File: config.mk
export PLATFORM = sky130hd
export DESIGN_NAME = bsh_shifter
export DESIGN_NICKNAME = d
export VERILOG_FILES = /design/src/rtl/bsh_pkg.sv /design/src/rtl/bsh_fill.sv /design/src/rtl/bsh_stage.sv /design/src/rtl/bsh_shifter.sv
export SDC_FILE = /design/constraint.sdc
export NUM_CORES = 1
export LEC_CHECK = 0
export BUFFER_PORTS_ARGS = -buffer_cell sky130_fd_sc_hd__clkbuf_2
export CAP_MARGIN = 5
export CORE_MARGIN = 10
export CORE_UTILIZATION = 43
export DETAILED_ROUTE_END_ITERATION = 8
export PLACE_DENSITY = 0.74
export SYNTH_ARGS = -nofsm -noshare
export SYNTH_HDL_FRONTEND = slang
export SYNTH_SLANG_ARGS = --single-unit
File: constraint.sdc
create_clock -name vclk -period 2.9
set_input_delay 0.58 -clock vclk [all_inputs]
set_output_delay 0.58 -clock vclk [all_outputs]
set_load 0.01 [all_outputs]
File: src/rtl/bsh_pkg.sv
package bsh_pkg;
  typedef enum logic [1:0] {
    MODE_ROTL = 2'b00,
    MODE_SHL  = 2'b01,
    MODE_SRA  = 2'b10,
    MODE_SRL  = 2'b11
  } shift_mode_e;
endpackage

File: src/rtl/bsh_fill.sv
module bsh_fill
  import bsh_pkg::*;
(
  input  shift_mode_e mode,
  input  logic        sign_bit,
  output logic        fill_bit
);
  // Only the arithmetic mode brings in ones; every other mode brings in zero.
  always_comb begin
    fill_bit = (mode == MODE_SRA) ? sign_bit : 1'b0;
  end
endmodule

File: src/rtl/bsh_stage.sv
module bsh_stage
  import bsh_pkg::*;
#(
  parameter int WIDTH = 16,
  parameter int DIST  = 1
) (
  input  logic [WIDTH-1:0] d,
  input  logic             en,
  input  shift_mode_e      mode,
  input  logic             fill,
  output logic [WIDTH-1:0] q
);
  logic [WIDTH-1:0] moved;

  always_comb begin
    unique case (mode)
      MODE_ROTL: moved = {d[WIDTH-1-DIST:0], d[WIDTH-1:WIDTH-DIST]};
      MODE_SHL:  moved = {d[WIDTH-1-DIST:0], {DIST{1'b0}}};
      default:   moved = {{DIST{fill}}, d[WIDTH-1:DIST]};
    endcase
    q = en ? moved : d;
  end
endmodule

File: src/rtl/bsh_shifter.sv
module bsh_shifter
  import bsh_pkg::*;
#(
  parameter int WIDTH = 16,
  localparam int AMT_W = $clog2(WIDTH)
) (
  input  logic [WIDTH-1:0] data_in,
  input  logic [AMT_W-1:0] shift_amt,
  input  logic [1:0]       mode_sel,
  output logic [WIDTH-1:0] data_out
);
  shift_mode_e      mode;
  logic             fill;
  logic [WIDTH-1:0] chain [0:AMT_W];

  assign mode     = shift_mode_e'(mode_sel);
  assign chain[0] = data_in;

  // The fill comes from the original operand, shared by all stages.
  bsh_fill u_fill (
    .mode     (mode),
    .sign_bit (data_in[WIDTH-1]),
    .fill_bit (fill)
  );

  for (genvar s = 0; s < AMT_W; s++) begin : g_stage
    bsh_stage #(
      .WIDTH (WIDTH),
      .DIST  (1 << s)
    ) u_stage (
      .d    (chain[s]),
      .en   (shift_amt[s]),
      .mode (mode),
      .fill (fill),
      .q    (chain[s+1])
    );
  end

  assign data_out = chain[AMT_W];

  logic [WIDTH-1:0] low_mask;
  logic [WIDTH-1:0] high_mask;
  always_comb begin
    low_mask  = ~({WIDTH{1'b1}} << shift_amt);
    high_mask = ~({WIDTH{1'b1}} >> shift_amt);
    AST_ZERO_PASS: assert ((shift_amt != '0) || (data_out == data_in));
    AST_SHL_LOW_ZERO: assert ((mode != MODE_SHL) || ((data_out & low_mask) == '0));
    AST_SRL_HIGH_ZERO: assert ((mode != MODE_SRL) || ((data_out & high_mask) == '0));
    AST_SRA_HIGH_SIGN: assert ((mode != MODE_SRA) || ((data_out & high_mask) == (data_in[WIDTH-1] ? high_mask : '0)));
    AST_ROT_ONES_KEPT: assert ((mode != MODE_ROTL) || ($countones(data_out) == $countones(data_in)));
  end
endmodule

Word level (Yosys, flattened, before mapping) --
Index checks and enable logic that the tools add are counted.
Storage, ports and cells: register bits 0, bits of input ports 22, output and inout bits 16, logic and storage cells 12
Cells by class: muxes and demuxes 9, equality and inequality tests 2, reductions and logical operators 1
Operators with widths (number):
- $pmux 16 s2 | 4
- $mux 16 | 4
- $eq 2x1->1 const B | 1
- $eq 2x2->1 const B | 1
- $logic_not 2->1 | 1
- $mux 1 | 1

Depth between registers and ports, before layout --
Gate-level depths: netlist of the first run.
word-level depth 10, mapped depth 8, gate-level depth less buffers 5

Modules after synthesis --
From an unflattened synthesis of the first run, not the netlist that was laid out.
Second synthesis, totals: cells, all modules 222, area, all modules 1412.6 µm²
By module, submodules not included:
- bsh_stage (g_stage[3].u_stage) | cells each 55, area each 371.6 µm², sequential area each 0.0 µm², instances 1
- bsh_stage (g_stage[2].u_stage) | cells each 57, area each 350.3 µm², sequential area each 0.0 µm², instances 1
- bsh_stage (g_stage[1].u_stage) | cells each 55, area each 342.8 µm², sequential area each 0.0 µm², instances 1
- bsh_stage (g_stage[0].u_stage) | cells each 54, area each 339.1 µm², sequential area each 0.0 µm², instances 1
- bsh_fill | cells each 1, area each 8.8 µm², sequential area each 0.0 µm², instances 1

Least setup slack after synthesis of the first run --
Ideal clock, no wire load.
path kind input to output, from in mode_sel[1], to out data_out[13], data arrival time 1828 ps, path buffers 2, required time 2320 ps, slack 492 ps, stages on the path 7, cells stage by stage buf_6 buf_12 or2_4 o22ai_1 a21oi_1 a211oi_1 a2bb2oi_1
On the way: word-level cells in the longest chain between the ends 10, elaborated cells between the ends (all ways) 12, classes of those cells eq/ne (2); mux (9); reduce/logical (1)
RTL lines:
- from (decl) | RTL line bsh_shifter.sv:9 | input logic [1:0] mode_sel,
- $eq 2x2->1 | RTL line bsh_fill.sv:10 | fill_bit = (mode == MODE_SRA) ? sign_bit : 1'b0;
- $mux 1 | RTL line bsh_fill.sv:10
- $pmux 16 s2 | RTL line bsh_stage.sv:16 | unique case (mode)
- $mux 16 | RTL line bsh_stage.sv:21 | q = en ? moved : d;
- $pmux 16 s2 | RTL line bsh_stage.sv:16
- $mux 16 | RTL line bsh_stage.sv:21
- $pmux 16 s2 | RTL line bsh_stage.sv:16
- $mux 16 | RTL line bsh_stage.sv:21
- $pmux 16 s2 | RTL line bsh_stage.sv:16
- $mux 16 * | RTL line bsh_stage.sv:21
- to (decl) | RTL line bsh_shifter.sv:10 | output logic [WIDTH-1:0] data_out
Mark *: on every way between the ends. The rest lies on a longest branch, timed or not.

Final worst setup path of the first run --
from in shift_amt[0], to out data_out[14]
On the way: word-level cells in the longest chain between the ends 7
RTL lines:
- from (decl) | RTL line bsh_shifter.sv:8 | input logic [AMT_W-1:0] shift_amt,
- $mux 16 * | RTL line bsh_stage.sv:21
- $pmux 16 s2 | RTL line bsh_stage.sv:16
- $mux 16 * | RTL line bsh_stage.sv:21
- $pmux 16 s2 | RTL line bsh_stage.sv:16
- $mux 16 * | RTL line bsh_stage.sv:21
- $pmux 16 s2 | RTL line bsh_stage.sv:16
- $mux 16 * | RTL line bsh_stage.sv:21
Marked as above.

==> qor.yml, run 1 <==
place:
  place_congestion: 0.965
  hpwl_mm: 5.28
  port_buffers: 38
  post-place-ws_ns: 0.0839
power:
  p_sw_w: 0.000240
  p_seq_share_pct: 0
  powerDensity_nw_per_um2: 197
  intPower_w: 0.000168
  vdd_drop_max_mv: 0.0813
  p_comb_share_pct: 100.0
  power_leakage_nw: 0.872
  power_switching_share_pct: 58.8
  clock_power_share_pct: 0
setup_path:
  cp.arrival_ns: 2.22
  critPathMaxFanout: 25
  critPathRequiredTime_ns: 2.32
  endpoint_kind: "output port"
  path_class: "in -> out"
  worst_setup_path_start_kind: "input pin"
flow_run:
  cap_violations: 0
logic_synthesis:
  synth_area_leaders: "mux2i_1 (16%), a211oi_1 (6.7%), nor2_1 (6.5%)"
  yosysMostFrequentCell: "nor2_1"
  ys_warn_count: 0
  synth_top_cell_area_share_pct: 16.2
  yosys.area.top_type: "mux2i_1"
  synth_cells: 257
  syn_area_sq_um: 1800
  yosys-top-cells-count: "nor2_1 (31), mux2i_1 (29), a21oi_1 (22)"
  syn_nets: 279
  yosysSeqAreaShare_pct: 0
  ys_types: 64
  syn_avg_cell_area_sq_um: 6.99
drt:
  drtIter0Drc: 264
  ant_nets: 0
  wl_per_cell_um: 19.6
  drc: 0
  dr_total_vias: 2231
  wl_mm: 6.69
  dr.pass1.iters: 5
  viasPerCell: 6.54
timing:
  setup_viol: 0
  slew_viol_final: 0
  worst_pin_slew_ns: 0.490
  maxSlewHeadroom_pct: 67.1
  fin_crit_sh_pct: 96.4
  fmax_mhz: 358
  holdWs_ns: 1.66
  setup_ws_ns: 0.104
  setup_tns_ns: 0
  rsz0062_at_grt: "false"
  hold_violations: 0
  fin_crit_ns: 2.80
global_routing:
  first_global_vias: 2198
  grt_max_degree: 26
  grt_pass1_wl_mm: 10.8
  grt_antenna_before_repair: 0
  overflow: 0
  track_usage_pct: 17.4
worst_hold_path:
  hold_depth: 4
  min_from: "shift_amt[3]"
  hold_class: "in -> out"
  hold_end: "data_out[10]"
floorplanning:
  io_pins: 38
  initial_utilization_pct: 44.6
  dieArea_sq_um: 7160
  num_rows: 23
  die_y_um: 84.6
  fp.dieW_um: 84.6
  core_area_sq_um: 4030
cells_and_area:
  nets: 315
  final-seq-area_sq_um: 0
  syn_to_final_growth_pct: 15.4
  clkbuf_count: 0
  drive_gt1_share_pct: 28.9
  diodes: 0
  nFlopsAndLatches: 0
status:
  status: "completed"
cts:
  holdBufCountCts: 0
  cts_setup_buffers: 0
  post_cts_resized: 0
-- layer usage --
metal	track usage, %	routed length [um]	part of all wire, %	vias up
li1	-	-	-	1072
met1	22.1	2850	43	1028
met2	28.8	3170	47	119
met3	2.32	492	7.4	12
met4	6.59	175	2.6	0
met5	0	0	0	-
-- through the flow --
stage / instances / utilization (%) / area (sq um) / power (W)
after floorplan: 257 / - / 1800 / 0.000271
after global placement: 341 / 50.7 / 2040 / 0.000391
after detailed placement: 341 / 50.7 / 2040 / 0.000393
after CTS: 341 / 50.7 / 2040 / 0.000394
after global routing: 341 / 51.5 / 2070 / 0.000441
final: 341 / 51.5 / 2070 / 0.000408
-- final cells by class --
class | count | area (sq um)
Multi-Input combinational cell | 225 | 1610
Timing Repair Buffer | 59 | 373
Inverter | 7 | 26.3
Tap cell | 50 | 62.6
Fill cell | 424 | 1960
-- power groups by stage --
stage / combinational [W] / clock (W) / sequential, W
2_1_floorplan: 0.000271 / 0 / 0
3_3_place_gp: 0.000391 / 0 / 0
3_5_place_dp: 0.000393 / 0 / 0
4_1_cts: 0.000394 / 0 / 0
5_1_grt: 0.000441 / 0 / 0
6_report: 0.000408 / 0 / 0
-- placed cells by master (no fill, tap or decap), types with 6 or more instances in the layout --
cell type,Yosys,routed
a211oi_2,6,6
nand2b_1,9,8
a211oi_1,16,16
o21ai_1,6,7
mux2i_1,29,29
nor3_1,13,12
nand2_1,19,19
clkbuf_2,0,38
a21oi_1,22,22
nor2_1,31,31
buf_4,4,19
o21ai_0,9,8
-- critical path: stages --
cell,delay [ns]
clkbuf_2,0.12
buf_12,0.18
mux2_1,0.39
and2_1,0.21
nor3_2,0.20
nor3_1,0.07
o32a_1,0.30
clkbuf_2,0.14
-- cells by family (layout without fill, tap and decap cells) --
kind of cell / Yosys count / in the layout / synth area share, %
compound gates: 107 / 107 / 47.1
buf+inv: 32 / 66 / 12.1
mux: 32 / 32 / 18.2
simple gates: 86 / 86 / 22.5
-- how the worst max path moves through the flow --
stage / from / end / slack [ns] / cells after the start
2_1_floorplan: mode_sel[1] / data_out[13] / 0.49 / 7
6_report: shift_amt[0] / data_out[14] / 0.10 / 8
5_1_grt: mode_sel[1] / data_out[1] / 0.009 / 8
3_5_place_dp: shift_amt[0] / data_out[14] / 0.08 / 8
3_3_place_gp: shift_amt[0] / data_out[14] / 0.11 / 8
4_1_cts: shift_amt[0] / data_out[14] / 0.07 / 8
Power figures use the tool's default switching activity.
==> run 2: changes to the inputs <==
--- a/config.mk
+++ b/config.mk
@@ -5,12 +5,12 @@
 export SDC_FILE = /design/constraint.sdc
 export NUM_CORES = 1
 export LEC_CHECK = 0
-export BUFFER_PORTS_ARGS = -buffer_cell sky130_fd_sc_hd__clkbuf_2
 export CAP_MARGIN = 5
 export CORE_MARGIN = 10
 export CORE_UTILIZATION = 43
 export DETAILED_ROUTE_END_ITERATION = 8
-export PLACE_DENSITY = 0.74
+export DONT_BUFFER_PORTS = 1
+export PLACE_DENSITY = 0.67
 export SYNTH_ARGS = -nofsm -noshare
 export SYNTH_HDL_FRONTEND = slang
 export SYNTH_SLANG_ARGS = --single-unit
==> run 2 against run 1 <==
- critical path depth down 3
- flip-flop and latch count unchanged
- wire length down 9.5%
- die area unchanged
- via count down 11%
- non-clock buffer count down 57
- total power down 33%
- sequential share of layout area unchanged
- critical endpoint unchanged
==> qor.yml, run 2 (same netlist as run 1, synthesis figures left out) <==
cells_and_area:
  fillCellCount: 445  # +5.0%
  final-seq-area_sq_um: 0  # unchanged
  syn_to_final_growth_pct: -6.34
  final_cell_mix: "nor2_1 (31), mux2i_1 (29), a21oi_1 (22), nand2_1 (19), a211oi_1 (16)"
  drive_gt1_share_pct: 9.83  # -19 points
  multi_input_area_sq_um: 1580  # -2.0%
  fin_area_sq_um: 1680  # -19%
  final_common_cell: "nor2_1"
  nets: 258  # -18%
  clkbuf_count: 0  # unchanged
  diodes: 0  # unchanged
  nFlopsAndLatches: 0  # unchanged
power:
  p_sw_w: 0.000156  # -35%
  clock_power_share_pct: 0  # unchanged
  power_leakage_nw: 0.606  # -31%
  p_seq_share_pct: 0  # unchanged
  power_switching_share_pct: 57.1  # -1.7 points
  vdd_drop_max_mv: 0.0600  # -26%
  p_comb_share_pct: 100.0  # about the same
  powerDensity_nw_per_um2: 162  # -18%
  intPower_w: 0.000117  # -31%
timing:
  slew_viol_final: 0  # unchanged
  hold_violations: 0  # unchanged
  setup_ws_ns: 0.445  # +0.341 ns
  setup_tns_ns: 0  # unchanged
  fin_crit_ns: 2.46  # -0.341 ns
  fmax_mhz: 407  # +14%
  setup_viol: 0  # unchanged
  rsz0062_at_grt: "false"
  maxSlewHeadroom_pct: 56.9  # -10 points
  fin_crit_sh_pct: 84.7  # -12 points
  worst_pin_slew_ns: 0.642  # +0.152 ns
place:
  port_buffers: 0  # -100%
  post-place-ws_ns: 0.505  # +0.421 ns
  hpwl_mm: 4.57  # -13%
  place_congestion: 0.979  # +1.5%
  placed_cell_area_sq_um: 1680  # -18%
drt:
  wl_per_cell_um: 21.3  # +8.7%
  dr_total_vias: 1990  # -11%
  ant_nets: 0  # unchanged
  viasPerCell: 7.01  # +7.1%
  drc: 0  # unchanged
  wl_mm: 6.05  # -9.5%
  dr.pass1.iters: 5  # unchanged
  drtIter0Drc: 428  # +62%
global_routing:
  grt_max_degree: 62  # +140%
  grt_pass1_wl_mm: 9.96  # -8.1%
  overflow: 0  # unchanged
  grt_antenna_before_repair: 0  # unchanged
  track_usage_pct: 15.9  # -1.5 points
  first_global_vias: 1852  # -16%
cts:
  cts_setup_buffers: 0  # unchanged
  holdBufCountCts: 0  # unchanged
  post_cts_resized: 0  # unchanged
floorplanning:
  core_area_sq_um: 4030  # unchanged
  num_rows: 23  # unchanged
  io_pins: 38  # unchanged
  initial_utilization_pct: 44.6  # unchanged
  die_y_um: 84.6  # unchanged
  fp.dieW_um: 84.6  # unchanged
  dieArea_sq_um: 7160  # unchanged
setup_path:
  critPathRequiredTime_ns: 2.32  # about the same
  endpoint_kind: "output port"
  critical_path.startpoint: "shift_amt[0]"
  cp.arrival_ns: 1.88  # -0.34 ns
  worst_setup_path_start_kind: "input pin"
  path_class: "in -> out"
  critPathMaxFanout: 61  # +140%
  crit_end: "data_out[14]"
flow_run:
  cap_violations: 0  # unchanged
status:
  status: "completed"
worst_hold_path:
  hold_class: "in -> out"
-- run 2: through the flow --
| stage | instances | hold slack (ns) | util (%) | total power (W) |
|---|---|---|---|---|
| after floorplan | 257 | 1.55 | - | 0.000271 |
| after global placement | 284 | 1.29 | 41.8 | 0.000267 |
| after detailed placement | 284 | 1.29 | 41.8 | 0.000267 |
| after CTS | 284 | 1.29 | 41.8 | 0.000269 |
| after global routing | 284 | 1.30 | 41.8 | 0.000298 |
| final | 284 | 1.29 | 41.8 | 0.000272 |
-- run 2: cell type report --
type | count | share of cell area, %
Inverter | 7 | 1.56
Timing Repair Buffer | 2 | 0.892
Tap cell | 50 | 3.72
Multi-Input combinational cell | 225 | 93.8
-- run 2: metal layers --
metal  up-vias  part of all wire [%]  GRT usage, %
li1        946                     -             -
met1       898                    39          20.0
met2       130                    47          26.0
met3        16                    11          3.38
met4         0                   3.1          4.94
met5         -                     0             0
-- run 2: power groups by stage --
stage / Combinational, W / Clock [W] / Sequential, W
2_1_floorplan: 0.000271 / 0 / 0
3_3_place_gp: 0.000267 / 0 / 0
3_5_place_dp: 0.000267 / 0 / 0
4_1_cts: 0.000269 / 0 / 0
5_1_grt: 0.000298 / 0 / 0
6_report: 0.000272 / 0 / 0
-- run 2: worst min path at each step --
stage                            start           to  slack, ns  depth (start not counted)
after floorplan           shift_amt[2]  data_out[4]       1.55                          4
after global placement    shift_amt[3]  data_out[2]       1.29                          1
after detailed placement  shift_amt[3]  data_out[2]       1.29                          1
after CTS                 shift_amt[3]  data_out[2]       1.29                          1
after global routing      shift_amt[3]  data_out[2]       1.30                          1
final                     shift_amt[3]  data_out[2]       1.29                          1
-- run 2: critical path, stage by stage --
cell	delay, ns
mux2_1	0.33
and2_1	0.18
nor3_1	0.34
nor3_1	0.09
o32a_1	0.35
==> run 3: changes to the inputs <==
==> constraint.sdc (replaced) <==
create_clock -name vclk -period 2.43
set_input_delay 0.486 -clock vclk [all_inputs]
set_output_delay 0.486 -clock vclk [all_outputs]
set_load 0.01 [all_outputs]
==> run 3 against run 2 <==
- design area grew 1.3%
- first-iteration DRC count fell by 33%
- global-route usage increased by 0.49 points
- via count rose by 1.0%
- non-clock buffer count up 3
- combinational power grew 21%
- largest cell class unchanged
- setup slack got worse by 0.25 ns
- core utilization up 0.56 points
- die area unchanged
==> qor.yml, run 3 (same netlist as run 1, synthesis figures left out) <==
status:
  status: "completed"
timing:
  fin_crit_ns: 2.23
  setup_viol: 0  # unchanged
  hold_violations: 0  # unchanged
  slew_viol_final: 0  # unchanged
  rsz0062_at_grt: "false"
  worst_pin_slew_ns: 0.500  # -0.142 ns
  fin_crit_sh_pct: 91.9
  fmax_mhz: 448
  maxSlewHeadroom_pct: 66.7  # +9.8 points
  holdWs_ns: 1.10  # -0.191 ns
  setup_tns_ns: 0  # unchanged
cts:
  holdBufCountCts: 0  # unchanged
  cts_setup_buffers: 0  # unchanged
  post_cts_resized: 0  # unchanged
drt:
  wl_mm: 6.12  # +1.1%
  wl_per_cell_um: 21.3  # about the same
  viasPerCell: 7.00  # about the same
  ant_nets: 0  # unchanged
  drc: 0  # unchanged
  drtIter0Drc: 288  # -33%
  dr_total_vias: 2010  # +1.0%
  dr.pass1.iters: 4  # -1
global_routing:
  grt_pass1_wl_mm: 10.2  # +2.0%
  track_usage_pct: 16.4  # +0.49 points
  grt_max_degree: 62  # unchanged
  first_global_vias: 1888  # +1.9%
  overflow: 0  # unchanged
  grt_antenna_before_repair: 0  # unchanged
cells_and_area:
  final_cell_mix: "nor2_1 (31), mux2i_1 (29), a21oi_1 (22), nand2_1 (19), a211oi_1 (16)"
  nFlopsAndLatches: 0  # unchanged
  clkbuf_count: 0  # unchanged
  nets: 261  # +1.2%
  final-seq-area_sq_um: 0  # unchanged
  drive_gt1_share_pct: 11.0  # +1.1 points
  syn_to_final_growth_pct: -5.08
  diodes: 0  # unchanged
  final_common_cell: "nor2_1"
  fillCellCount: 428  # -3.8%
power:
  finalPower_w: 0.000330  # +21%
  powerDensity_nw_per_um2: 193  # +19%
  power_leakage_nw: 0.620  # +2.4%
  vdd_drop_max_mv: 0.0752  # +25%
worst_hold_path:
  min_from: "shift_amt[3]"
  hold_class: "in -> out"
  hold_depth: 1  # unchanged
  hold_end: "data_out[2]"
setup_path:
  path_class: "in -> out"
  crit_slowest_cell: "a311o_1"
  critPathMaxFanout: 48  # -21%
  worst_setup_path_start_kind: "input pin"
  cp.arrival_ns: 1.75  # -0.13 ns
  worstPathCellList: "nand2b_1 > nor2_1 > a221oi_4 > mux2i_1 > a311o_1"
  critPathRequiredTime_ns: 1.94  # -0.38 ns
  max_stage_delay_ns: 0.41  # +0.06 ns
  endpoint_kind: "output port"
  crit_family: "compound AO/OA/AOI/OAI gates"
  critPathBufInv: 0  # unchanged
floorplanning:
  die_y_um: 84.6  # unchanged
  io_pins: 38  # unchanged
  core_area_sq_um: 4030  # unchanged
  dieArea_sq_um: 7160  # unchanged
  num_rows: 23  # unchanged
  initial_utilization_pct: 44.6  # unchanged
  fp.dieW_um: 84.6  # unchanged
place:
  hpwl_mm: 4.63  # +1.3%
  port_buffers: 0  # unchanged
  place_congestion: 1.01  # +2.8%
flow_run:
  cap_violations: 0  # unchanged
run 3: cell type report:
type	count	area (sq um)	share of cell area [%]
Inverter	7	26.3	1.54
Tap cell	50	62.6	3.67
Timing Repair Buffer	5	37.5	2.20
Multi-Input combinational cell	225	1580	92.6
run 3: worst max path at each step:
stage               slack (ns)  cells after the start           end        start
finish                    0.20                      5   data_out[7]  mode_sel[1]
global route              0.05                      5  data_out[11]  mode_sel[1]
CTS                       0.22                      5  data_out[11]  mode_sel[1]
detailed placement        0.21                      5  data_out[11]  mode_sel[1]
global placement          0.21                      5  data_out[11]  mode_sel[1]
floorplan                 0.21                      7  data_out[13]  mode_sel[1]
run 3: per-layer routing:
layer | wire length (um) | share of wire (%) | vias to the layer above | GRT usage [%]
li1 | - | - | 957 | -
met1 | 2510 | 41 | 958 | 20.8
met2 | 2990 | 49 | 81 | 27.8
met3 | 459 | 7.5 | 14 | 2.42
met4 | 159 | 2.6 | 0 | 4.04
met5 | 0 | 0 | - | 0
run 3: power breakdown:
| group | total, W | switching [W] | internal, W |
|---|---|---|---|
| clock | 0 | 0 | 0 |
| sequential | 0 | 0 | 0 |
| combinational | 0.000330 | 0.000186 | 0.000143 |
| total | 0.000330 | 0.000186 | 0.000143 |
run 3: stage by stage:
| stage | setup WS (ns) | cells | area, sq um | util, % |
|---|---|---|---|---|
| 2_1_floorplan | 0.210 | 257 | 1800 | - |
| 3_3_place_gp | 0.213 | 287 | 1710 | 42.3 |
| 4_1_cts | 0.217 | 287 | 1710 | 42.3 |
| 6_report | 0.196 | 287 | 1710 | 42.3 |
| 3_5_place_dp | 0.214 | 287 | 1710 | 42.3 |
| 5_1_grt | 0.0471 | 287 | 1710 | 42.3 |
